===== src/rtl/rsenc_pkg.sv =====
package rsenc_pkg;

   localparam int SYM_W   = 8;
   localparam int MAX_PAR = 64;

   typedef logic [SYM_W-1:0]  sym_t;
   typedef sym_t [MAX_PAR:0]  gpoly_t;

   typedef enum logic [1:0] {
      PH_IDLE = 2'd0,
      PH_DATA = 2'd1,
      PH_PAR  = 2'd2
   } phase_e;

   // Polynomial-basis product; red holds the field polynomial without x^8.
   function automatic sym_t gf_mul(input sym_t a, input sym_t b, input sym_t red);
      sym_t acc;
      sym_t t;
      acc = '0;
      t   = a;
      for (int i = 0; i < SYM_W; i++) begin
         if (b[i]) acc = acc ^ t;
         t = t[SYM_W-1] ? ((t << 1) ^ red) : (t << 1);
      end
      return acc;
   endfunction

   function automatic sym_t gf_pow(input int e, input sym_t red);
      sym_t r;
      r = 8'h01;
      for (int i = 0; i < (e % 255); i++) r = gf_mul(r, 8'h02, red);
      return r;
   endfunction

   // Product of (x + alpha^(step*(fcr+k))) for k in 0..npar-1, coefficient i of x^i.
   function automatic gpoly_t gen_poly(input int npar, input int fcr,
                                       input int step, input sym_t red);
      gpoly_t g;
      sym_t   root;
      g    = '0;
      g[0] = 8'h01;
      for (int k = 0; k < npar; k++) begin
         root = gf_pow((step * (fcr + k)) % 255, red);
         for (int i = k + 1; i >= 1; i--) g[i] = g[i-1] ^ gf_mul(g[i], root, red);
         g[0] = gf_mul(g[0], root, red);
      end
      return g;
   endfunction

endpackage


===== src/rtl/rsenc_seq.sv =====
module rsenc_seq
   import rsenc_pkg::*;
#(
   parameter int N_CW   = 2,
   parameter int DATA_N = 128,
   parameter int PAR_N  = 32,
   localparam int SEL_W = (N_CW > 1) ? $clog2(N_CW) : 1
) (
   input  logic             clk,
   input  logic             rst_n,
   input  logic             sof_i,
   input  logic             in_valid_i,
   output logic             take_o,
   output logic             emit_o,
   output logic             last_o,
   output logic [SEL_W-1:0] sel_o
);

   localparam int DATA_TOT = N_CW * DATA_N;
   localparam int PAR_TOT  = N_CW * PAR_N;
   localparam int CNT_MAX  = (DATA_TOT > PAR_TOT) ? DATA_TOT : PAR_TOT;
   localparam int CNT_W    = $clog2(CNT_MAX + 1);
   localparam logic [CNT_W-1:0] DATA_END = CNT_W'(DATA_TOT - 1);
   localparam logic [CNT_W-1:0] PAR_END  = CNT_W'(PAR_TOT - 1);

   phase_e           phase_q;
   logic [CNT_W-1:0] cnt_q;
   logic             step;

   assign take_o = (phase_q == PH_DATA) && in_valid_i && !sof_i;
   assign emit_o = (phase_q == PH_PAR) && !sof_i;
   assign last_o = emit_o && (cnt_q == PAR_END);
   assign step   = take_o || emit_o;

   always_ff @(posedge clk or negedge rst_n) begin
      if (!rst_n) begin
         phase_q <= PH_IDLE;
         cnt_q   <= '0;
      end else if (sof_i) begin
         phase_q <= PH_DATA;
         cnt_q   <= '0;
      end else if (take_o) begin
         if (cnt_q == DATA_END) begin
            phase_q <= PH_PAR;
            cnt_q   <= '0;
         end else begin
            cnt_q <= cnt_q + 1'b1;
         end
      end else if (emit_o) begin
         if (cnt_q == PAR_END) begin
            phase_q <= PH_IDLE;
            cnt_q   <= '0;
         end else begin
            cnt_q <= cnt_q + 1'b1;
         end
      end
   end

   generate
      if (N_CW > 1) begin : g_multi
         logic [SEL_W-1:0] sel_q;
         always_ff @(posedge clk or negedge rst_n) begin
            if (!rst_n)      sel_q <= '0;
            else if (sof_i)  sel_q <= '0;
            else if (step)   sel_q <= (sel_q == SEL_W'(N_CW - 1)) ? '0 : sel_q + 1'b1;
         end
         assign sel_o = sel_q;
      end else begin : g_single
         assign sel_o = '0;
      end
   endgenerate

   // Data and parity phases never overlap: emitting only once data is complete.
   assert_no_take_emit_R4: assert property (@(posedge clk) disable iff (!rst_n)
      !(take_o && emit_o));

   // After the final parity byte the sequencer no longer emits.
   assert_quiet_after_last_R7: assert property (@(posedge clk) disable iff (!rst_n)
      last_o |=> !emit_o);

endmodule


===== src/rtl/rsenc_lfsr.sv =====
module rsenc_lfsr
   import rsenc_pkg::*;
#(
   parameter int     PAR_N      = 32,
   parameter sym_t   FIELD_RED  = 8'h87,
   parameter gpoly_t GEN        = '0,
   parameter bit     SHARE_TAPS = 1'b1
) (
   input  logic clk,
   input  logic rst_n,
   input  logic clr_i,
   input  logic upd_i,
   input  logic shift_i,
   input  sym_t din_i,
   output sym_t top_o
);

   localparam int HALF = PAR_N / 2;

   sym_t stage_q [PAR_N];
   sym_t prod    [PAR_N];
   sym_t fb;

   assign fb    = din_i ^ stage_q[PAR_N-1];
   assign top_o = stage_q[PAR_N-1];

   generate
      if (SHARE_TAPS) begin : g_share
         // Mirror-image coefficients share one multiplier.
         sym_t uniq [HALF+1];
         for (genvar i = 0; i <= HALF; i++) begin : g_u
            assign uniq[i] = gf_mul(fb, GEN[i], FIELD_RED);
         end
         for (genvar i = 0; i < PAR_N; i++) begin : g_m
            localparam int SRC = (i <= HALF) ? i : (PAR_N - i);
            assign prod[i] = uniq[SRC];
         end
      end else begin : g_full
         for (genvar i = 0; i < PAR_N; i++) begin : g_m
            assign prod[i] = gf_mul(fb, GEN[i], FIELD_RED);
         end
      end
   endgenerate

   always_ff @(posedge clk or negedge rst_n) begin
      if (!rst_n) begin
         for (int i = 0; i < PAR_N; i++) stage_q[i] <= '0;
      end else if (clr_i) begin
         for (int i = 0; i < PAR_N; i++) stage_q[i] <= '0;
      end else if (upd_i) begin
         stage_q[0] <= prod[0];
         for (int i = 1; i < PAR_N; i++) stage_q[i] <= stage_q[i-1] ^ prod[i];
      end else if (shift_i) begin
         stage_q[0] <= '0;
         for (int i = 1; i < PAR_N; i++) stage_q[i] <= stage_q[i-1];
      end
   end

   // A start-of-frame clear leaves the register empty at its output stage.
   assert_clear_empties_R8: assert property (@(posedge clk) disable iff (!rst_n)
      clr_i |=> (top_o == '0));

   // Only one of update and shift is requested in a cycle.
   assert_upd_shift_excl_R4: assert property (@(posedge clk) disable iff (!rst_n)
      !(upd_i && shift_i));

endmodule


===== src/rtl/rsenc_dual.sv =====
module rsenc_dual
   import rsenc_pkg::*;
#(
   parameter int         N_CW       = 2,
   parameter int         DATA_N     = 128,
   parameter int         PAR_N      = 32,
   parameter int         FCR        = 112,
   parameter int         ROOT_STEP  = 11,
   parameter logic [8:0] FIELD_POLY = 9'h187,
   parameter bit         SHARE_TAPS = 1'b1
) (
   input  logic       clk,
   input  logic       rst_n,
   input  logic       sof_i,
   input  logic       in_valid,
   input  logic [7:0] in_data,
   output logic       out_valid,
   output logic [7:0] out_data,
   output logic       out_parity,
   output logic       out_last
);

   localparam sym_t   FIELD_RED = FIELD_POLY[7:0];
   localparam gpoly_t GEN       = gen_poly(PAR_N, FCR, ROOT_STEP, FIELD_RED);
   localparam int     SEL_W     = (N_CW > 1) ? $clog2(N_CW) : 1;
   localparam bit     IS_STD    = (PAR_N == 32) && (FCR == 112) && (ROOT_STEP == 11)
                                  && (FIELD_POLY == 9'h187);

   // Elaboration-time parameter checks.
   generate
      if (N_CW < 1) begin : g_bad_ncw
         $error("N_CW must be at least 1");
      end
      if ((PAR_N < 2) || (PAR_N > MAX_PAR) || ((PAR_N % 2) != 0)) begin : g_bad_par
         $error("PAR_N must be even and within 2..MAX_PAR");
      end
      if ((DATA_N < 1) || (DATA_N + PAR_N > 255)) begin : g_bad_len
         $error("codeword length exceeds the field size");
      end
      if (FIELD_POLY[8] != 1'b1) begin : g_bad_poly
         $error("field polynomial must have degree 8");
      end
      if (GEN[PAR_N] != 8'h01) begin : g_bad_monic
         $error("generator is not monic");
      end
      if (SHARE_TAPS) begin : g_pal_chk
         for (genvar i = 0; i <= PAR_N; i++) begin : g_pal
            if (GEN[i] != GEN[PAR_N-i]) begin : g_bad_pal
               $error("shared taps need a palindromic generator");
            end
         end
      end
      if (IS_STD) begin : g_std_chk
         if ((GEN[1] != gf_pow(249, FIELD_RED)) || (GEN[16] != gf_pow(24, FIELD_RED))
             || (GEN[9] != gf_pow(30, FIELD_RED))) begin : g_bad_coef
            $error("generator coefficients differ from the expected code");
         end
      end
   endgenerate

   logic             take;
   logic             emit;
   logic             last;
   logic [SEL_W-1:0] sel;
   sym_t             tops [N_CW];

   rsenc_seq #(
      .N_CW   (N_CW),
      .DATA_N (DATA_N),
      .PAR_N  (PAR_N)
   ) u_seq (
      .clk        (clk),
      .rst_n      (rst_n),
      .sof_i      (sof_i),
      .in_valid_i (in_valid),
      .take_o     (take),
      .emit_o     (emit),
      .last_o     (last),
      .sel_o      (sel)
   );

   generate
      for (genvar k = 0; k < N_CW; k++) begin : g_cw
         logic mine;
         assign mine = (sel == SEL_W'(k));
         rsenc_lfsr #(
            .PAR_N      (PAR_N),
            .FIELD_RED  (FIELD_RED),
            .GEN        (GEN),
            .SHARE_TAPS (SHARE_TAPS)
         ) u_par (
            .clk     (clk),
            .rst_n   (rst_n),
            .clr_i   (sof_i),
            .upd_i   (take && mine),
            .shift_i (emit && mine),
            .din_i   (in_data),
            .top_o   (tops[k])
         );
      end
   endgenerate

   always_ff @(posedge clk or negedge rst_n) begin
      if (!rst_n) begin
         out_valid  <= 1'b0;
         out_parity <= 1'b0;
         out_last   <= 1'b0;
         out_data   <= '0;
      end else begin
         out_valid  <= take || emit;
         out_parity <= emit;
         out_last   <= last;
         if (take)      out_data <= in_data;
         else if (emit) out_data <= tops[sel];
      end
   end

   // An accepted payload byte is forwarded unchanged on the next edge.
   assert_forward_R2: assert property (@(posedge clk) disable iff (!rst_n)
      take |=> (out_valid && !out_parity && (out_data == $past(in_data))));

   // Parity bytes run back to back until the last one, unless a new frame opens.
   assert_par_burst_R4: assert property (@(posedge clk) disable iff (!rst_n)
      (out_valid && out_parity && !out_last && !sof_i) |=> (out_valid && out_parity));

   // The last flag only accompanies a parity byte.
   assert_last_is_parity_R9: assert property (@(posedge clk) disable iff (!rst_n)
      out_last |-> (out_valid && out_parity));

   // After the final parity byte the output falls silent.
   assert_silent_after_last_R7: assert property (@(posedge clk) disable iff (!rst_n)
      out_last |=> !out_valid);

   // A start-of-frame pulse silences the next output cycle.
   assert_sof_silences_R8: assert property (@(posedge clk) disable iff (!rst_n)
      sof_i |=> !out_valid);

endmodule


===== config.mk =====
export PLATFORM = sky130hd
export DESIGN_NAME = rsenc_dual
export DESIGN_NICKNAME = d
export VERILOG_FILES = /design/src/rtl/rsenc_pkg.sv /design/src/rtl/rsenc_seq.sv /design/src/rtl/rsenc_lfsr.sv /design/src/rtl/rsenc_dual.sv
export SDC_FILE = /design/constraint.sdc
export NUM_CORES = 1
export LEC_CHECK = 0
export BUFFER_PORTS_ARGS = -buffer_cell sky130_fd_sc_hd__buf_4
export CORE_MARGIN = 2
export CORE_UTILIZATION = 30
export CTS_CLUSTER_DIAMETER = 40
export CTS_CLUSTER_SIZE = 12
export DETAILED_ROUTE_END_ITERATION = 8
export HOLD_SLACK_MARGIN = 0.02
export SLEW_MARGIN = 30
export SYNTH_ARGS = -nofsm -noshare
export SYNTH_HDL_FRONTEND = slang
export SYNTH_HIERARCHICAL = 1
export SYNTH_SLANG_ARGS = --single-unit

===== constraint.sdc =====
create_clock -name clk -period 2.56 [get_ports clk]
set_input_delay 0.128 -clock clk [delete_from_list [all_inputs] [get_ports clk]]
set_output_delay 0.128 -clock clk [all_outputs]
set_load 0.02 [all_outputs]

======== Word-level counts from Yosys, hierarchy flattened ========
Index checks and enable logic that the tools add are counted.
word-level totals
  input bits .............................. 12
  register bits ........................... 535
  logic and storage cells ................. 274
cells by class
  reduce and logical (&&, ||, !) cells .... 17
  mux-type cells .......................... 38
  bitwise operators ....................... 140
  $lt $le $gt $ge ......................... 1
  $add $sub $neg .......................... 2
  eq/ne operators ......................... 5
operators with widths
  cell                   count
  $mux W256              6
  $xor A8 B8 Y8          124
  $mux W8                19
  $not A4 Y4             14
  $mux W9                5
  $reduce_bool A3 Y1     4
  $mux W2                5
  $add A9 B1 Y9 const B  1
  $eq A9 B6 Y1 const B   1
  $eq A9 B8 Y1 const B   1
  $logic_and A1 B1 Y1    8
  $reduce_bool A2 Y1     2
  $mux W1                3
  $ne A3 B2 Y1 const B   1
  $reduce_and A3 Y1      1
  $eq A2 B1 Y1 const B   1
  $eq A2 B2 Y1 const B   1
  $ge A2 B2 Y1 const B   1
  $not A1 Y2             1
  $add A1 B1 Y1 const B  1
  $logic_not A1 Y1       1
  $logic_or A1 B1 Y1     1
  $not A1 Y1             1

======== Longest topological paths before layout ========
Gate-level depths: netlist of run 1.
  depth in word-level cells ............... 19
  mapped depth ............................ 11

======== Modules after synthesis ========
Netlist of run 1, hierarchy kept.
modules (own cells, without submodules)
  module      cells each  area each (µm²)  instances
  rsenc_lfsr  1405        14117.3          2
  rsenc_seq   83          765.7            1
  rsenc_dual  53          605.6            1

======== Worst setup path before layout of run 1 ========
No wires, ideal clock.
  path kind ............................... register to register
  start point ............................. reg u_seq.phase_q[1]
  end point ............................... reg g_cw[0].u_par/stage_q[106] (netlist bit)
  clock period less this slack ............ 2413 ps
  path buffers ............................ 5
  stages on the path, launching flop included .. 10
  data arrival time ....................... 2271 ps
  required time ........................... 2418 ps
  path slack .............................. 147 ps
  cell sequence ........................... dfrtp_1 nand3b_1 nor2_1 buf_2 nor2b_1 clkbuf_1 clkbuf_1 buf_1 clkbuf_1 a211oi_1
between the ends
  cells in the longest elaborated chain, start to end .. 6
  elaborated cells between the ends (all ways) .. 10
  classes of those cells .................. eq/ne (2); mux (2); reduce/logical (6)
ends and longest elaborated chain
  element                                line              source
  from (decl)                            rsenc_seq.sv:26   phase_e phase_q;
  from (signal assigned)                 rsenc_seq.sv:37   phase_q <= PH_IDLE;
  from (signal assigned)                 rsenc_seq.sv:40   phase_q <= PH_DATA;
  from (signal assigned)                 rsenc_seq.sv:44   phase_q <= PH_PAR;
  $eq A2 B1 Y1 (*)                       rsenc_seq.sv:30   assign take_o = (phase_q == PH_DATA) && in_valid_i && !sof_i;
  $logic_and A1 B1 Y1 (*) (2 in series)  rsenc_seq.sv:30
  named net take                         rsenc_dual.sv:61  logic take;
  $logic_and A1 B1 Y1 (*)                rsenc_dual.sv:95  .upd_i (take && mine),
  $mux W256                              rsenc_lfsr.sv:50  end else if (upd_i) begin
  $mux W256                              rsenc_lfsr.sv:48  end else if (clr_i) begin
  to (decl)                              rsenc_lfsr.sv:20  sym_t stage_q [PAR_N];
Mark *: on every way through the listed nets, which the timed path passes. The rest lies on a longest branch.
A chain may end at the register's enable or synchronous reset.

======== Worst setup path after layout of run 1 ========
  start point ............................. reg g_cw[0].u_par.stage_q (netlist bit g_cw[0].u_par/top_o[7])
  end point ............................... reg g_cw[0].u_par/stage_q[103] (netlist bit)
between the ends
  cells in the longest elaborated chain, start to end .. 12
  elaborated cells between the ends (all ways) .. 14
  classes of those cells .................. mux (8); bitwise (6)
ends and longest elaborated chain
  element                line              source
  $xor A8 B8 Y8 (*)      rsenc_lfsr.sv:24  assign fb = din_i ^ stage_q[PAR_N-1];
  $mux W8 (*)            --
  $mux W8 (4 in series)  --
  $not A4 Y4 (no line)   --
  $mux W8                rsenc_pkg.sv:23   t = t[SYM_W-1] ? ((t << 1) ^ red) : (t << 1);
  $xor A8 B8 Y8 (*)      rsenc_pkg.sv:22   if (b[i]) acc = acc ^ t;
  $xor A8 B8 Y8 (*)      rsenc_lfsr.sv:52  for (int i = 1; i < PAR_N; i++) stage_q[i] <= stage_q[i-1] ^ prod[i];
  $mux W256 (*)          rsenc_lfsr.sv:50
  $mux W256 (*)          rsenc_lfsr.sv:48
Mark *: on every way between the ends. The rest lies on a longest branch, timed or not.

==> impl_metrics.env, run 1 <==
export IMPL_synthArstFlopShare=1.00
export IMPL_cts_buffer_depth=3
export IMPL_clock_latency_ns=0.64
export IMPL_clock_skew_ns=0.0258
export IMPL_drive_gt1_frac=0.142
export IMPL_placed_area_mm2=0.0324
export IMPL_first_iter_violations=1651
export IMPL_use_met3=0.0270
export IMPL_power_density_mw_per_mm2=707
export IMPL_netlist_area_leader_share=0.452
export IMPL_synthAdderAreaFrac=0.00127
export IMPL_status="finished, final reports clean"
export IMPL_final_cell_mix="dfrtp_1 (535), nand2_1 (495), xor2_1 (414)"
export IMPL_synth_area_leaders="dfrtp_1 (45%), xor2_1 (12%), a211oi_1 (7.5%)"
export IMPL_max_freq_ghz=0.401
export IMPL_synth_compound_area_frac=0.148
export IMPL_ys_ff_latch=535
export IMPL_cts_made_buffers=89
export IMPL_grt_busiest_layer="met2"
export IMPL_netlist_area_mm2=0.0296
export IMPL_gp_congestion=0.827
export IMPL_yosysSeqAreaShare=0.452
export IMPL_start_util=0.302
export IMPL_seq_area_mm2=0.0134
export IMPL_clock_sinks=535
export IMPL_syn_nets=2961
export IMPL_synthXorXnorAreaFrac=0.247
export IMPL_slew_viol_final=0
export IMPL_yosys_area_share_simple=0.113
export IMPL_worstPathArrival_ns=3.03
export IMPL_io_pins=23
export IMPL_antenna_cells=0
export IMPL_max_stage_delay_ns=0.77
export IMPL_synth_top_family_by_area="XOR/XNOR gates"
export IMPL_grt_pass1_wl_um=124000
export IMPL_setup_ws_ns=0.0676
export IMPL_period_needed_ns=2.49
export IMPL_worstMarginPinSlew_ns=1.06
export IMPL_dpl_worst_slack_ns=0.0309
export IMPL_nets=3061
export IMPL_synth_mux_area_frac=0.00338
export IMPL_rows=115
export IMPL_antenna_found_initial=6
export IMPL_setup_viol=0
export IMPL_hold_ws_ns=0.136
export IMPL_finalHoldViolCount=0
export IMPL_grt_usage=0.153
export IMPL_ys_warnings_count=6
export IMPL_met1_usage=0.224
export IMPL_min_path_type="in2async"
export IMPL_start_kind="flop"
export IMPL_fp_dieArea_mm2=0.101
export IMPL_cap_violations=0
export IMPL_endpoint_kind="flop"
export IMPL_multi_input_area_mm2=0.0154
export IMPL_cts_root_buffer="clkbuf_16"
export IMPL_synth_edf_count=0
export IMPL_syn2layout_area_growth_pct=20.8
export IMPL_worst_path_max_fanout=10
export IMPL_grt_pass1_vias=21300
export IMPL_netlist_instances=2946
export IMPL_crit_slowest_cell="xnor2_2"
export IMPL_design_area_mm2=0.0358
export IMPL_ir_worst_vdd_mv=0.483
export IMPL_grt_max_degree=140
export IMPL_leakage_nw=15.3
export IMPL_r2r_cells=8
export IMPL_io_buffer_count=22
export IMPL_overflow=0
export IMPL_die_w_um=318
export IMPL_fillers=9682
export IMPL_tritoncts="built"
export IMPL_remaining_drc_errors=0
export IMPL_postSynthAreaPerCell_um2=10.0
export IMPL_vias=21300
export IMPL_ant_nets=0
export IMPL_yosys_area_top_type="dfrtp_1"
export IMPL_path_cells="xnor2_2 > xnor2_2 > buf_4 > buf_4 > xnor2_1 > nand2_1 > xor2_1 > o21ai_0"
export IMPL_core_mm2=0.0981
export IMPL_wl_per_cell_um=17.6
export IMPL_synthFlopType="dfrtp_1"
export IMPL_rsz0062_at_grt="yes"
export IMPL_vias_per_cell=4.83
export IMPL_dpl_hpwl_um=49800
export IMPL_fin_crit_sh=0.974
export IMPL_h_tree_depth=3
export IMPL_totalPowerFinal_mw=25.3
export IMPL_crit_required_ns=3.10
export IMPL_crit_type="reg2reg"
export IMPL_routed_wl_um=77600
export IMPL_dr_pass1_iters=5
export IMPL_path_clk_slew_ns=0.06
export IMPL_grt_met2_usage=0.229
export IMPL_slew_headroom=0.286
export IMPL_final_common_cell="dfrtp_1"
export IMPL_die_h_um=318
export IMPL_synth_cell_types=52
==> flip-flops by register name, indices dropped and copies added, names as in the netlist <==
signal,flops
g_cw.u_par/stage_q,496
g_cw.u_par/top_o,16
out_data,8
out_last,1
out_parity,1
out_valid,1
u_seq/cnt_q,9
u_seq/phase_q,2
u_seq/sel_o,1
==> final timing paths <==
kind	slack, ns	to	start
min in group clk	0.42	out_parity	sof_i
worst min register to register	0.49	g_cw[1].u_par/stage_q[149]	g_cw[1].u_par/stage_q[149]
max in group asynchronous	1.67	g_cw[0].u_par/stage_q[176]	rst_n
worst max-delay path	0.07	g_cw[0].u_par/stage_q[103]	g_cw[0].u_par/top_o[7]
worst min-delay path	0.14	g_cw[0].u_par/stage_q[17]	rst_n
worst max register to register	0.07	g_cw[0].u_par/stage_q[103]	g_cw[0].u_par/top_o[7]
==> worst max-delay path: cells and delay by family (launching register included) <==
family,cells,cell delay [ns]
buffers and inverters,2,0.42
AO/OA/AOI/OAI,1,0.15
XOR/XNOR,4,1.25
flip-flops,1,0.40
AND/OR/NAND/NOR,1,0.18
==> where the power goes <==
part / total (mW) / switching (mW) / internal [mW]
combinational: 4.28 / 2.32 / 1.96
sequential: 8.89 / 0.197 / 8.69
clock: 12.1 / 4.53 / 7.59
total: 25.3 / 7.05 / 18.2
==> metrics by stage <==
| stage | std cells | utilization | TNS (ns) |
|---|---|---|---|
| 6_report | 4404 | 0.364 | 0 |
| 5_1_grt | 4404 | 0.364 | -0.296 |
| 4_1_cts | 4391 | 0.362 | 0 |
| 3_5_place_dp | 4212 | 0.330 | 0 |
| 3_3_place_gp | 4212 | 0.330 | 0 |
| 2_1_floorplan | 2946 | - | 0 |
==> layer usage <==
metal  share of wire  vias up
met1            0.49    10500
li1                -    10100
met3           0.050      116
met2            0.44      447
met4           0.022        4
met5         0.00035        -
==> synth_stat cells, types with 5 or more instances <==
cell / instances
a211oi_1: 295
and2_1: 5
buf_1: 16
buf_2: 18
buf_4: 21
clkbuf_1: 169
dfrtp_1: 535
inv_1: 16
mux2i_1: 10
nand2_1: 498
nand2b_1: 11
nor2_1: 31
nor2b_1: 151
nor3_1: 12
o21ai_0: 363
o221ai_2: 8
or2_2: 6
xnor2_1: 221
xnor2_2: 12
xnor3_1: 58
xor2_1: 414
xor2_2: 6
==> repair_timing <==
action,CTS,global route
setup buffers,0,10
hold buffers,17,0
gates resized for setup,0,19
hold endpoints to repair,561,0
setup endpoints to repair,0,52
==> cells by family after synthesis <==
family,Yosys count
muxes,10
buffers and inverters,242
and+or+nand+nor,742
AOI/OAI and AO/OA,697
xor gates and xnor gates,717
DFF,535
adders and majority gates,3
==> area by class of cell <==
class / count / area share
clock buffers: 103 / 0.0668
well taps: 1287 / 0.0450
multi-input cells: 2171 / 0.430
repair buffers: 233 / 0.0641
inverters: 16 / 0.00178
clock inverters: 59 / 0.0177
flip-flops and latches: 535 / 0.374
(Power assumes the default switching activity.)
==> inputs of run 2 (changes only) <==
==> constraint.sdc (replaced) <==
create_clock -name clk -period 2.56 [get_ports clk]
set_input_delay 0.256 -clock clk [delete_from_list [all_inputs] [get_ports clk]]
set_output_delay 0.256 -clock clk [all_outputs]
set_load 0.02 [all_outputs]
==> run 2 against run 1 <==
Clock skew decreased by 0.0074 ns. Sequential power is essentially flat. Worst setup slack improved by 0.057 ns. Clock-buffer cell count increased by 10. Total power rose by 2.8%. Final cell count fell by 0.41%. Non-clock buffer count decreased by 22. Fmax up 2.3%. Core utilization about the same. Register-to-register slack better by 0.06 ns. Sequential cell count is the same. Worst hold slack better by 0.026 ns.
==> impl_metrics.env, run 2 (synthesis gave the netlist of run 1 again) <==
export IMPL_fillers=9672
export IMPL_overflow=0
export IMPL_drive_gt1_frac=0.137
export IMPL_startpoint="g_cw[0].u_par/top_o[5]"
export IMPL_dpl_worst_slack_ns=0.0875
export IMPL_clock_latency_ns=0.64
export IMPL_clock_skew_ns=0.0184
export IMPL_top_layer_used="met5"
export IMPL_slew_viol_final=0
export IMPL_grt_max_degree=115
export IMPL_io_pins=23
export IMPL_worstPathArrival_ns=2.98
export IMPL_final_cell_mix="dfrtp_1 (535), nand2_1 (498), xor2_1 (414)"
export IMPL_largest_reg_flops=496
export IMPL_final_cells=4386
export IMPL_cts_buffer_depth=3
export IMPL_nets=3038
export IMPL_max_freq_ghz=0.411
export IMPL_finalHoldViolCount=0
export IMPL_endpoint_kind="flop"
export IMPL_die_w_um=318
export IMPL_top_register="g_cw.u_par/stage_q"
export IMPL_gp_congestion=0.808
export IMPL_setup_viol=0
export IMPL_worstMarginPinSlew_ns=0.791
export IMPL_placed_cells=4203
export IMPL_status="finished, final reports clean"
export IMPL_fin_crit_sh=0.951
export IMPL_vias_per_cell=4.80
export IMPL_ir_worst_vdd_mv=0.629
export IMPL_wl_per_cell_um=17.4
export IMPL_setup_ws_ns=0.125
export IMPL_syn2layout_area_growth_pct=20.7
export IMPL_start_kind="flop"
export IMPL_dpl_hpwl_um=48600
export IMPL_cap_violations=0
export IMPL_grt_pass1_vias=21000
export IMPL_min_path_type="in2async"
export IMPL_cts_root_buffer="clkbuf_16"
export IMPL_final_common_cell="dfrtp_1"
export IMPL_vias=21000
export IMPL_worst_path_max_fanout=5
export IMPL_rsz0062_at_grt="yes"
export IMPL_grt_pass1_wl_um=124000
export IMPL_start_util=0.302
export IMPL_routed_wl_met3_um=3220
export IMPL_crit_required_ns=3.10
export IMPL_reg2reg_from="g_cw[0].u_par/top_o[5]"
export IMPL_die_h_um=318
export IMPL_remaining_drc_errors=0
export IMPL_path_clk_slew_ns=0.06
export IMPL_wl_met2_um=33100
export IMPL_period_needed_ns=2.44
export IMPL_power_density_mw_per_mm2=727
export IMPL_tritoncts="built"
export IMPL_crit_type="reg2reg"
export IMPL_leakage_nw=15.3
export IMPL_ant_nets=0
export IMPL_fp_dieArea_mm2=0.101
export IMPL_first_iter_violations=1646
export IMPL_rows=115
export IMPL_io_buffer_count=22
export IMPL_dr_pass1_iters=5
export IMPL_grt_usage=0.151
export IMPL_wl_met1_um=38200
export IMPL_h_tree_depth=3
export IMPL_antenna_found_initial=3
export IMPL_clock_sinks=535
export IMPL_antenna_cells=0
export IMPL_slew_headroom=0.472
export IMPL_routed_wl_um=76200
export IMPL_core_mm2=0.0981
export IMPL_cts_made_buffers=89
## run 2: cell type report
class | count | area (µm²) | area share
flip-flops and latches | 535 | 13400 | 0.375
repair buffers | 211 | 2070 | 0.0580
multi-input cells | 2170 | 15400 | 0.430
inverters | 16 | 60.1 | 0.00168
clock inverters | 54 | 686 | 0.0192
well taps | 1287 | 1610 | 0.0450
clock buffers | 113 | 2540 | 0.0712
## run 2: through the flow
| step | util | TNS [ns] | power, mW | hold WS [ns] | cell area [µm²] |
|---|---|---|---|---|---|
| 3_5_place_dp | 0.329 | 0 | 13.2 | 0.239 | 32300 |
| 4_1_cts | 0.363 | 0 | 26.2 | 0.155 | 35600 |
| 6_report | 0.364 | 0 | 26.0 | 0.163 | 35700 |
| 3_3_place_gp | 0.329 | 0 | 13.1 | 0.242 | 32300 |
| 2_1_floorplan | - | 0 | 11.7 | -0.0396 | 29600 |
| 5_1_grt | 0.364 | -0.00949 | 27.0 | 0.192 | 35700 |
## run 2: repair_timing
item | in CTS | in global routing
setup buffers | 0 | 4
resized for setup | 0 | 11
setup endpoints to repair | 0 | 22
hold buffers | 11 | 0
hold endpoints to repair | 167 | 0
## run 2: report_power, final
| part | leakage, nW | switching, mW | internal, mW |
|---|---|---|---|
| combinational | 6.34 | 2.30 | 1.92 |
| clock | 1.56 | 4.50 | 8.39 |
| sequential | 7.40 | 0.189 | 8.69 |
## run 2: worst paths after layout
kind | to | cells after the start | slack, ns
hold / removal | g_cw[0].u_par/stage_q[172] | 2 | 0.16
hold reg to reg | g_cw[1].u_par/stage_q[83] | 2 | 0.50
setup / recovery | g_cw[0].u_par/stage_q[79] | 8 | 0.12
max in group asynchronous | g_cw[0].u_par/stage_q[181] | 3 | 1.48
min in group clk | out_parity | 3 | 0.46
setup reg to reg | g_cw[0].u_par/stage_q[79] | 8 | 0.12
## run 2: critical path, stage by stage, from the launching register on
cell and delay, ns:
dfrtp_1 0.49, xor2_4 0.23, buf_4 0.18, xnor2_1 0.40, buf_4 0.24, xor2_1 0.14
nand2_1 0.26, xor2_1 0.23, o21ai_0 0.17
## run 2: per-layer routing
metal / GRT usage / vias up
li1: - / 10100
met1: 0.224 / 10400
met2: 0.225 / 387
met3: 0.0244 / 121
met4: 0.0459 / 2
met5: 0 / -
